==> src/rtl/uart_tx_pkg.sv <==
package uart_tx_pkg;

  typedef enum logic [2:0] {
    ST_IDLE,
    ST_START,
    ST_DATA,
    ST_PAR,
    ST_STOP,
    ST_BRK
  } tx_state_e;

  typedef struct packed {
    logic [1:0] len_sel;
    logic       two_stop;
    logic       par_on;
    logic       par_even;
    logic       par_flip;
  } line_cfg_t;

endpackage

==> src/rtl/tx_fifo.sv <==
module tx_fifo #(
  parameter int W     = 8,
  parameter int DEPTH = 16
) (
  input  logic         clk,
  input  logic         rst_n,
  input  logic         flush,
  input  logic         wr,
  input  logic [W-1:0] wdata,
  input  logic         rd,
  output logic [W-1:0] rdata,
  output logic         empty,
  output logic         full
);

  localparam int AW   = (DEPTH > 1) ? $clog2(DEPTH) : 1;
  localparam int CNTW = AW + 1;

  logic [W-1:0]    mem [DEPTH];
  logic [AW-1:0]   wptr_q, wptr_d, rptr_q, rptr_d;
  logic [AW-1:0]   wptr_inc, rptr_inc;
  logic [CNTW-1:0] cnt_q, cnt_d;
  logic            push, pop;

  assign full  = (cnt_q == CNTW'(DEPTH));
  assign empty = (cnt_q == '0);
  assign push  = wr && !full && !flush;
  assign pop   = rd && !empty && !flush;

  // pointer wrap: free wrap for power-of-two depth, explicit compare otherwise
  generate
    if (DEPTH == (1 << AW)) begin : g_pow2
      assign wptr_inc = wptr_q + 1'b1;
      assign rptr_inc = rptr_q + 1'b1;
    end else begin : g_wrap
      assign wptr_inc = (wptr_q == AW'(DEPTH - 1)) ? '0 : wptr_q + 1'b1;
      assign rptr_inc = (rptr_q == AW'(DEPTH - 1)) ? '0 : rptr_q + 1'b1;
    end
  endgenerate

  always_comb begin
    wptr_d = wptr_q;
    rptr_d = rptr_q;
    cnt_d  = cnt_q;
    if (flush) begin
      wptr_d = '0;
      rptr_d = '0;
      cnt_d  = '0;
    end else begin
      if (push) wptr_d = wptr_inc;
      if (pop)  rptr_d = rptr_inc;
      cnt_d = cnt_q + CNTW'(push) - CNTW'(pop);
    end
  end

  always_ff @(posedge clk or negedge rst_n) begin
    if (!rst_n) begin
      wptr_q <= '0;
      rptr_q <= '0;
      cnt_q  <= '0;
    end else begin
      wptr_q <= wptr_d;
      rptr_q <= rptr_d;
      cnt_q  <= cnt_d;
    end
  end

  always_ff @(posedge clk) begin
    if (push) mem[wptr_q] <= wdata;
  end

  assign rdata = mem[rptr_q];


  flush_empty_chk: assert property (@(posedge clk) disable iff (!rst_n)
    flush |=> empty);


  keep_full_chk: assert property (@(posedge clk) disable iff (!rst_n)
    wr && full && !rd && !flush |=> full);

endmodule

==> src/rtl/tx_serializer.sv <==
module tx_serializer
  import uart_tx_pkg::*;
#(
  parameter int DATA_W = 8,
  parameter int OVS    = 16
) (
  input  logic              clk,
  input  logic              rst_n,
  input  logic              tick,
  input  logic              brk_req,
  input  line_cfg_t         cfg,
  input  logic              fifo_empty,
  input  logic [DATA_W-1:0] fifo_data,
  output logic              fifo_pop,
  output logic              fifo_flush,
  output logic              in_brk,
  output logic              txd
);

  localparam int CW      = $clog2(OVS);
  localparam int BW      = $clog2(DATA_W);
  localparam int MIN_LEN = DATA_W - 3;

  tx_state_e          state_q, state_d;
  logic [CW-1:0]      cnt_q, cnt_d;
  logic [DATA_W-1:0]  sh_q, sh_d;
  logic [BW-1:0]      bits_q, bits_d;
  line_cfg_t          cfg_q, cfg_d;
  logic               acc_q, acc_d;
  logic               bound, start_new;

  assign bound = tick && (cnt_q == CW'(OVS - 1));

  always_comb begin
    state_d    = state_q;
    cnt_d      = cnt_q;
    sh_d       = sh_q;
    bits_d     = bits_q;
    cfg_d      = cfg_q;
    acc_d      = acc_q;
    fifo_pop   = 1'b0;
    fifo_flush = 1'b0;
    start_new  = 1'b0;

    if (tick) cnt_d = bound ? '0 : cnt_q + 1'b1;

    if (state_q != ST_BRK && bound && brk_req) begin
      state_d    = ST_BRK;
      fifo_flush = 1'b1;
    end else if (state_q == ST_BRK) begin
      if (tick && !brk_req) begin
        state_d = ST_IDLE;
        cnt_d   = '0;
      end
    end else if (bound) begin
      case (state_q)
        ST_IDLE:  start_new = !fifo_empty;
        ST_START: begin
          state_d = ST_DATA;
          bits_d  = BW'(MIN_LEN - 1) + BW'(cfg_q.len_sel);
        end
        ST_DATA: begin
          acc_d = acc_q ^ sh_q[0];
          sh_d  = sh_q >> 1;
          if (bits_q == '0) begin
            state_d = cfg_q.par_on ? ST_PAR : ST_STOP;
            bits_d  = BW'(cfg_q.two_stop);
          end else begin
            bits_d = bits_q - 1'b1;
          end
        end
        ST_PAR: begin
          state_d = ST_STOP;
          bits_d  = BW'(cfg_q.two_stop);
        end
        ST_STOP: begin
          if (bits_q == '0) begin
            if (!fifo_empty) start_new = 1'b1;
            else             state_d   = ST_IDLE;
          end else begin
            bits_d = bits_q - 1'b1;
          end
        end
        default: state_d = ST_IDLE;
      endcase
    end

    if (start_new) begin
      state_d  = ST_START;
      fifo_pop = 1'b1;
      sh_d     = fifo_data;
      cfg_d    = cfg;
      acc_d    = 1'b0;
    end
  end

  always_ff @(posedge clk or negedge rst_n) begin
    if (!rst_n) begin
      state_q <= ST_IDLE;
      cnt_q   <= '0;
      sh_q    <= '0;
      bits_q  <= '0;
      cfg_q   <= '0;
      acc_q   <= 1'b0;
    end else begin
      state_q <= state_d;
      cnt_q   <= cnt_d;
      sh_q    <= sh_d;
      bits_q  <= bits_d;
      cfg_q   <= cfg_d;
      acc_q   <= acc_d;
    end
  end

  always_comb begin
    case (state_q)
      ST_START, ST_BRK: txd = 1'b0;
      ST_DATA:          txd = sh_q[0];
      ST_PAR:           txd = acc_q ^ ~cfg_q.par_even ^ cfg_q.par_flip;
      default:          txd = 1'b1;
    endcase
  end

  assign in_brk = (state_q == ST_BRK);


  brk_on_bound_chk: assert property (@(posedge clk) disable iff (!rst_n)
    $rose(in_brk) |-> $past(bound));


  brk_exit_chk: assert property (@(posedge clk) disable iff (!rst_n)
    in_brk && tick && !brk_req |=> !in_brk && txd);


  txd_bound_chk: assert property (@(posedge clk) disable iff (!rst_n)
    !$stable(txd) && !$past(in_brk) |-> $past(bound));

endmodule

==> src/rtl/uart_tx_brk.sv <==
module uart_tx_brk
  import uart_tx_pkg::*;
#(
  parameter int DATA_W     = 8,
  parameter int FIFO_DEPTH = 16,
  parameter int OVS        = 16
) (
  input  logic              clk,
  input  logic              rst_n,
  input  logic              baud_tick,
  input  logic              wr_en,
  input  logic [DATA_W-1:0] wr_data,
  input  logic [2:0]        fmt_sel,
  input  logic              par_on,
  input  logic              par_even,
  input  logic              par_flip,
  input  logic              brk_req,
  input  logic              ovf_clr,
  output logic              txd,
  output logic              thre,
  output logic              ovf
);

  logic              rst_meta, rst_q;
  line_cfg_t         cfg;
  logic              q_empty, q_full, q_pop, q_flush, in_brk;
  logic [DATA_W-1:0] q_data;
  logic              ovf_q, ovf_d;

  always_ff @(posedge clk or negedge rst_n) begin
    if (!rst_n) begin
      rst_meta <= 1'b0;
      rst_q    <= 1'b0;
    end else begin
      rst_meta <= 1'b1;
      rst_q    <= rst_meta;
    end
  end

  always_comb begin
    cfg.len_sel  = fmt_sel[1:0];
    cfg.two_stop = fmt_sel[2];
    cfg.par_on   = par_on;
    cfg.par_even = par_even;
    cfg.par_flip = par_flip;
  end

  tx_fifo #(.W(DATA_W), .DEPTH(FIFO_DEPTH)) i_fifo (
    .clk   (clk),
    .rst_n (rst_q),
    .flush (q_flush),
    .wr    (wr_en),
    .wdata (wr_data),
    .rd    (q_pop),
    .rdata (q_data),
    .empty (q_empty),
    .full  (q_full)
  );

  tx_serializer #(.DATA_W(DATA_W), .OVS(OVS)) i_ser (
    .clk        (clk),
    .rst_n      (rst_q),
    .tick       (baud_tick),
    .brk_req    (brk_req),
    .cfg        (cfg),
    .fifo_empty (q_empty),
    .fifo_data  (q_data),
    .fifo_pop   (q_pop),
    .fifo_flush (q_flush),
    .in_brk     (in_brk),
    .txd        (txd)
  );

  always_comb begin
    ovf_d = ovf_q;
    if (ovf_clr)         ovf_d = 1'b0;
    if (wr_en && q_full) ovf_d = 1'b1;
  end

  always_ff @(posedge clk or negedge rst_q) begin
    if (!rst_q) ovf_q <= 1'b0;
    else        ovf_q <= ovf_d;
  end

  assign ovf  = ovf_q;
  assign thre = q_empty;


  ovf_set_chk: assert property (@(posedge clk) disable iff (!rst_q)
    wr_en && q_full && !ovf_clr |=> ovf);


  brk_flush_chk: assert property (@(posedge clk) disable iff (!rst_q)
    $rose(in_brk) |-> thre);

endmodule

==> config.mk <==
export PLATFORM = sky130hd
export DESIGN_NAME = uart_tx_brk
export DESIGN_NICKNAME = d
export VERILOG_FILES = /design/src/rtl/uart_tx_pkg.sv /design/src/rtl/tx_fifo.sv /design/src/rtl/tx_serializer.sv /design/src/rtl/uart_tx_brk.sv
export SDC_FILE = /design/constraint.sdc
export NUM_CORES = 1
export LEC_CHECK = 0
export BUFFER_PORTS_ARGS = -buffer_cell sky130_fd_sc_hd__buf_2
export CORE_ASPECT_RATIO = 0.75
export CORE_MARGIN = 3
export CORE_UTILIZATION = 40
export CTS_CLUSTER_SIZE = 14
export DETAILED_ROUTE_END_ITERATION = 8
export SLEW_MARGIN = 20
export SYNTH_ARGS = -nofsm -noshare
export SYNTH_HDL_FRONTEND = slang
export SYNTH_SLANG_ARGS = --single-unit
==> constraint.sdc <==
create_clock -name clk -period 1.7 [get_ports clk]
set_input_delay 0.085 -clock clk [delete_from_list [all_inputs] [get_ports clk]]
set_output_delay 0.085 -clock clk [all_outputs]
set_load 0.03 [all_outputs]
== After elaboration in Yosys (flattened, before gate mapping) ==
Memories as Yosys holds them, arrays and structs flattened.
Cells that the tools add are included.

* Add/sub/neg operators: 7
* Mux-type cells: 46
* Reduce and logical (&&, ||, !) cells: 27
* Bitwise logic cells: 6
* Equality and inequality tests: 16

{| class="wikitable"
|+ Operators by type and width
! cell !! count
|-
| 8-bit 2-to-1 mux || 5
|-
| 4-bit 2-to-1 mux || 9
|-
| 3-bit 2-to-1 mux || 11
|-
| 1-bit 2-to-1 mux || 16
|-
| 5-bit by 1-bit inequality test with 1-bit output (second input constant) || 3
|-
| 3-bit case mux with 5 select lines || 1
|-
| 4-bit by 1-bit adder with 4-bit output (second input constant) || 3
|-
| 3-bit case mux with 4 select lines || 1
|-
| 2-bit nonzero test || 5
|-
| 1-bit logical AND || 9
|-
| 4-bit nonzero test || 2
|-
| 3-bit by 2-bit equality test with 1-bit output (second input constant) || 2
|-
| 3-bit equality test (second input constant) || 2
|-
| 3-bit logical NOT || 2
|-
| 6-bit AND reduction || 1
|-
| 5-bit by 1-bit adder with 5-bit output || 1
|-
| 5-bit equality test (second input constant) || 1
|-
| 5-bit logical NOT || 1
|-
| 5-bit 2-to-1 mux || 1
|-
| 5-bit AND reduction || 1
|-
| 5-bit by 1-bit subtractor with 5-bit output || 1
|-
| 4-bit equality test (second input constant) || 1
|-
| 1-bit logical NOT || 4
|-
| 2-bit inequality test (second input constant) || 2
|-
| 13 further kinds || 17
|}

* Input port bits: 20
* Memories: 1
* RAM bits: 128
* Register bits after elaboration: 41
* Logic and storage cells: 119

{| class="wikitable"
|+ Memories
! memory !! words !! width !! rd ports !! clocked after Yosys merged registers in !! write ports !! line !! RTL
|-
| i_fifo.mem || 16 || 8 || 1 || 0 || 1 || tx_fifo.sv:19 || <nowiki>logic [W-1:0] mem [DEPTH];</nowiki>
|}

== Depth between registers and ports, before layout ==
* Word-level depth: 12
* Mapped depth: 16

== Hierarchy ==
Synthesis repeated with hierarchy kept, for this count alone.

* Cells, all modules: 458
* Area total of the unflattened synthesis: 7458.4 um^2

{| class="wikitable"
|+ By module, submodules not included
! module !! area each (um^2) !! sequential area each (um^2) !! cells each !! times used
|-
| tx_fifo || 5808.1 || 4169.0 || 307 || 1
|-
| tx_serializer || 1555.2 || 625.6 || 144 || 1
|-
| uart_tx_brk || 95.1 || 75.1 || 7 || 1
|}

== Least setup slack after synthesis ==
No wires, ideal clock.

* Path type: register to register
* From: register i_fifo.cnt_q[3]
* To: register i_fifo.cnt_q[4]
* Stages on the path, launching flop included: 17
* Arrival: 3.144 ns
* Data required time: 1.622 ns
* Path slack: -1.522 ns
* Cell sequence: dfrtp_1 > inv_1 > ha_1 > nor4b_4 > a2111oi_4 > and3_1 > buf_6 > ha_1 > inv_1 > ha_1 > inv_1 > fa_1 > inv_1 > a21oi_1 > nor2_1 > or3_1 > a21oi_1

* Longest elaborated chain between the ends: 12
* Elaborated cells between the ends (all ways): 18

{| class="wikitable"
|+ RTL lines
! item !! line !! RTL
|-
| start, declared || tx_fifo.sv:22 || <nowiki>logic [CNTW-1:0] cnt_q, cnt_d;</nowiki>
|-
| start signal, assigned || tx_fifo.sv:64 || <nowiki>cnt_q <= cnt_d;</nowiki>
|-
| 5-bit logical NOT * || tx_fifo.sv:26 || <nowiki>assign empty = (cnt_q == '0);</nowiki>
|-
| via thre || uart_tx_brk.sv:20 || <nowiki>output logic thre,</nowiki>
|-
| 1-bit 2-to-1 mux || tx_serializer.sv:78 || <nowiki>if (!fifo_empty) start_new = 1'b1;</nowiki>
|-
| 1-bit 2-to-1 mux || tx_serializer.sv:77 || <nowiki>if (bits_q == '0) begin</nowiki>
|-
| 1-bit case mux with 2 select lines || tx_serializer.sv:56 || <nowiki>case (state_q)</nowiki>
|-
| 1-bit 2-to-1 mux || tx_serializer.sv:55 || <nowiki>end else if (bound) begin</nowiki>
|-
| 1-bit 2-to-1 mux || tx_serializer.sv:50 || <nowiki>end else if (state_q == ST_BRK) begin</nowiki>
|-
| 1-bit 2-to-1 mux || tx_serializer.sv:47 || <nowiki>if (state_q != ST_BRK && bound && brk_req) begin</nowiki>
|-
| 1-bit 2-to-1 mux || tx_serializer.sv:88 || <nowiki>if (start_new) begin</nowiki>
|-
| 1-bit logical AND * (2 in series) || tx_fifo.sv:28 || <nowiki>assign pop = rd && !empty && !flush;</nowiki>
|-
| 5-bit by 1-bit subtractor with 5-bit output * || tx_fifo.sv:52 || <nowiki>cnt_d = cnt_q + CNTW'(push) - CNTW'(pop);</nowiki>
|-
| 5-bit 2-to-1 mux * || tx_fifo.sv:45 || <nowiki>if (flush) begin</nowiki>
|-
| via i_fifo.cnt_d[4] || tx_fifo.sv:22 ||
|}

Mark *: on every way through the listed nets, which the timed path passes. The rest lies on a longest branch.
A chain may end at the register's enable or synchronous reset.

== Worst setup path after layout ==
* From: register i_ser.bits_q[0]
* To: register i_fifo.cnt_q[2]

* Longest elaborated chain between the ends: 11

{| class="wikitable"
|+ RTL lines
! item !! line !! RTL
|-
| start, declared || tx_serializer.sv:27 || <nowiki>logic [BW-1:0] bits_q, bits_d;</nowiki>
|-
| start signal, assigned || tx_serializer.sv:109 || <nowiki>bits_q <= bits_d;</nowiki>
|-
| 3-bit logical NOT || tx_serializer.sv:77 ||
|-
| 1-bit 2-to-1 mux || tx_serializer.sv:77 ||
|-
| 1-bit case mux with 2 select lines || tx_serializer.sv:56 ||
|-
| 1-bit 2-to-1 mux || tx_serializer.sv:55 ||
|-
| 1-bit 2-to-1 mux || tx_serializer.sv:50 ||
|-
| 1-bit 2-to-1 mux || tx_serializer.sv:47 ||
|-
| 1-bit 2-to-1 mux || tx_serializer.sv:88 ||
|-
| 1-bit logical AND (2 in series) || tx_fifo.sv:28 ||
|-
| 5-bit by 1-bit subtractor with 5-bit output || tx_fifo.sv:52 ||
|-
| 5-bit 2-to-1 mux || tx_fifo.sv:45 ||
|-
| via i_fifo.cnt_d[2] || tx_fifo.sv:22 ||
|}

The timed path passes the listed nets, and every way through them passes these cells.

==> summary.txt <==
Outcome
  • Status: finished with violations
  • Failing checks: setup timing

Pwr
  • Register share of total power: 42.5%
  • Maximum VDD drop: ~0.77 mV
  • Sw Share: around 30%
  • Total chip power: 12.4 mW
  • Combinational share of power: 28.6%
  • Internal Dissipation: 8.71 mW
  • Power per cell area: 1260 nW/µm²
  • Lkg Pwr: between 3 and 4 nW
  • Sw power: 3.67 mW
  • Clock power frac: 28.9%

Timing
  • Fin crit period: 2.63 ns
  • Period utilization: 155%
  • RSZ-0062 raised after global routing: true
  • Hold_ws: 0.0412 ns
  • Worst-margin pin slew: 0.630 ns
  • Setup ws final: -0.932 ns
  • Relative slew slack: 57.8%
  • Hold Violations, Final: 0
  • Max frequency: about 380 MHz
  • Max-slew violation count: 0
  • Setup TNS: -49.85 ns
  • Final setup fails: 158
  • Setup Skew: around 0.0085 ns

Global route
  • Overflow after GRT: 0
  • Vias in the first global route: 4442
  • All-Layer GR Usage: 17.2%
  • First-pass GRT wire length: ~26000 µm
  • Largest net degree at the start of global routing: 40
  • Antenna violations before repair: 0

Yosys
  • Synth unique cells: 60
  • Share of synthesized registers carrying an async set or reset: between 20% and 30%
  • Commonest cells in the synthesized netlist: 128 x edfxtp_1, 41 x dfrtp_1, 41 x nor2_1, 32 x mux4_2, 27 x nand2_1
  • Top-count cell post-synth: edfxtp_1
  • Top post-synthesis cells by area: edfxtp_1 52%, dfrtp_1 14%, mux4_2 9.7%
  • Register area share after synthesis: 65.9%
  • Post-Syn Nets: 511
  • Post-synth top area share: 52.0%
  • FF+latch count, synth: 169
  • Syn avg cell area: 15.5 µm²
  • Largest area contributor in the netlist: edfxtp_1
  • Post-Synthesis Cell Area: roughly 7400 µm²
  • EDFF count, synth: 128
  • Syn Inst Count: 476
  • Yosys warnings: 0
  • Primary FF master, synth: edfxtp_1

CTS
  • CTS tree: built
  • H-tree depth: 4
  • Root Buffer: clkbuf_16
  • CTS buffer count: 17
  • Clock buffer depth: 2
  • Clk slew on worst S/H paths: 0.07 ns
  • Clock Sinks: 169
  • Clock latency on the worst-skew pair: 0.43 ns

Drt
  • Vias per Instance: 5.31
  • Routed len/inst: just under 20 µm
  • Total number of vias: 4527
  • Routed Antenna Nets: 0
  • Initial DRC Count: 451
  • Drt pass-1 iters: 5
  • Final wirelength: 16900 µm
  • Residual DRC count: 0

Finish
  • Nets: 634
  • Synthesis-to-finish area growth: 33.0%
  • Non-filler cells in the finished layout: 853
  • # fillers: 1405
  • Layout cell share with drive strength beyond 1: 47.8%
  • Cell area after layout: 9830 µm²
  • Antenna cells: 0

Worst setup path
  • Top Family by Delay on Critical Path: adder cells
  • Slowest stage delay, CP: 0.41 ns
  • CP Class: flop to flop
  • CP startpoint kind: flop
  • CP Buf/Inv Count: 5
  • CP required: 2.01 ns
  • Critical-path cell list: inv_2 -> ha_4 -> nand2b_4 -> a2111oi_4 -> and3_4 -> ha_4 -> inv_2 -> ha_4 -> inv_2 -> fa_2 -> buf_4 -> buf_6 -> xor2_1 -> nor2_1
  • CP max FO: 2
  • CP max stage cell: dfrtp_1
  • Crit path DAT: roughly 3 ns
  • Crit end category: flop

Place
  • DP HPWL: between 10000 and 15000 µm
  • Final Wtd Congestion: 0.813
  • Number of I/O port buffers: 22
  • Placed Instance Area: between 8000 and 9000 µm²
  • Placed Instances: 779

Run
  • Max-cap violation count: 0

Floorplanning
  • Die X: 163 µm
  • Core Region: 17900 µm²
  • Std-Cell Rows: 42
  • Ports: 23
  • Die Area: 20200 µm²
  • Die height: 124 µm
  • Initial Util: 41.4%

Worst hold path
  • Worst Hold Class: primary input to flop
## cells by family (layout without fill, tap and decap cells)
| logic type | count (synthesis) | in the layout | share of synthesized area [%] |
|---|---|---|---|
| simple gates | 119 | 119 | 8.46 |
| mux | 41 | 41 | 11.4 |
| other cells | 1 | 1 | 0.0507 |
| xor+xnor | 12 | 12 | 1.42 |
| compound gates | 73 | 73 | 7.34 |
| fa+ha+maj | 15 | 15 | 2.64 |
| flops | 169 | 169 | 65.9 |
| buf+inv | 46 | 181 | 2.84 |
## layout by cell type, fill, tap and decap left out, drive strengths merged, types with 4 or more instances in the layout
master | Yosys | routed
and3 | 4 | 4
dfrtp | 41 | 41
nand2 | 27 | 27
nor3 | 4 | 4
clkinv | 1 | 5
a22oi | 17 | 17
mux4 | 32 | 32
buf | 12 | 115
a21oi | 12 | 12
edfxtp | 128 | 128
nand3 | 5 | 5
inv | 23 | 30
clkbuf | 10 | 19
o21ai | 13 | 13
xnor2 | 5 | 5
dlygate4sd3 | 0 | 10
and2 | 13 | 13
ha | 14 | 14
nor2 | 41 | 41
nor2b | 8 | 8
a31oi | 4 | 4
mux2 | 7 | 7
o31ai | 8 | 8
xor2 | 7 | 7
## area by class of cell
| class | instances | area [µm²] | share of cell area [%] |
|---|---|---|---|
| Sequential cell | 169 | 4870 | 49.5 |
| Tap cell | 242 | 303 | 3.08 |
| Timing Repair Buffer | 126 | 1230 | 12.5 |
| Clock inverter | 13 | 115 | 1.17 |
| Inverter | 24 | 92.6 | 0.942 |
| Multi-Input combinational cell | 261 | 2790 | 28.4 |
| Clock buffer | 18 | 429 | 4.36 |
## power by group through the flow
| stage | sequential (mW) | combinational, mW | clock [mW] |
|---|---|---|---|
| after floorplan | 5.31 | 1.75 | 0 |
| after global placement | 5.30 | 2.73 | 0 |
| after detailed placement | 5.34 | 2.82 | 0 |
| after CTS | 5.26 | 3.33 | 3.64 |
| after global routing | 5.30 | 3.86 | 3.86 |
| final | 5.26 | 3.54 | 3.58 |
## registers in the layout, summed over array words and instances, names as in the netlist, 3 cells and up
| signal | cells |
|---|---|
| i_fifo.mem | 128 |
| i_ser.bits_q | 3 |
| i_fifo.rptr_q | 4 |
| i_ser.sh_q | 8 |
| i_fifo.cnt_q | 5 |
| i_ser.cnt_q | 4 |
| i_ser.cfg_q | 6 |
| i_ser.state_q | 3 |
| i_fifo.wptr_q | 4 |
## timing repair
action,4_1_cts,5_1_grt
gates cloned,3,1
pin swaps,27,33
hold endpoints to repair,9,0
hold buffers,10,0
gates resized for setup,62,56
endpoints found under the setup margin,159,161
setup buffers,16,21
## stage by stage
step | setup slack, ns | utilization, %
after global placement | -1.02 | 47.0
after floorplan | -1.41 | -
after CTS | -0.878 | 53.0
after detailed placement | -1.09 | 47.0
final | -0.932 | 55.0
after global routing | -1.05 | 55.0
## worst min-delay path: cells and delay by family
family | cells | cell delay [ns]
buffers and inverters | 2 | 0.26
AOI/OAI and AO/OA | 1 | 0.08
## path summary, 6_finish.rpt
path | end | cells past startpoint | start | slack, ns
max | i_fifo.cnt_q[2]$_DFF_PN0_ | 14 | i_ser.bits_q[0]$_DFFE_PN0P_ | -0.93
min | i_ser.cnt_q[3]$_DFF_PN0_ | 3 | baud_tick | 0.04
max reg2reg | i_fifo.cnt_q[2]$_DFF_PN0_ | 14 | i_ser.bits_q[0]$_DFFE_PN0P_ | -0.93
min reg2reg | i_fifo.cnt_q[4]$_DFF_PN0_ | 1 | rst_q$_DFF_PN0_ | 0.30
max in group asynchronous | i_fifo.rptr_q[0]$_DFFE_PN0P_ | 1 | rst_q$_DFF_PN0_ | 1.02
min in group asynchronous | i_fifo.cnt_q[4]$_DFF_PN0_ | 1 | rst_q$_DFF_PN0_ | 0.30
## per-layer routing
layer / vias up / global-route usage (%) / part of all wire, %
met5: - / 0 / 0
met4: 0 / 5.49 / 1.6
met3: 26 / 3.46 / 3.3
met2: 91 / 25.9 / 48
met1: 2343 / 25.5 / 47
li1: 2067 / - / -
(Power assumes the default switching activity.)
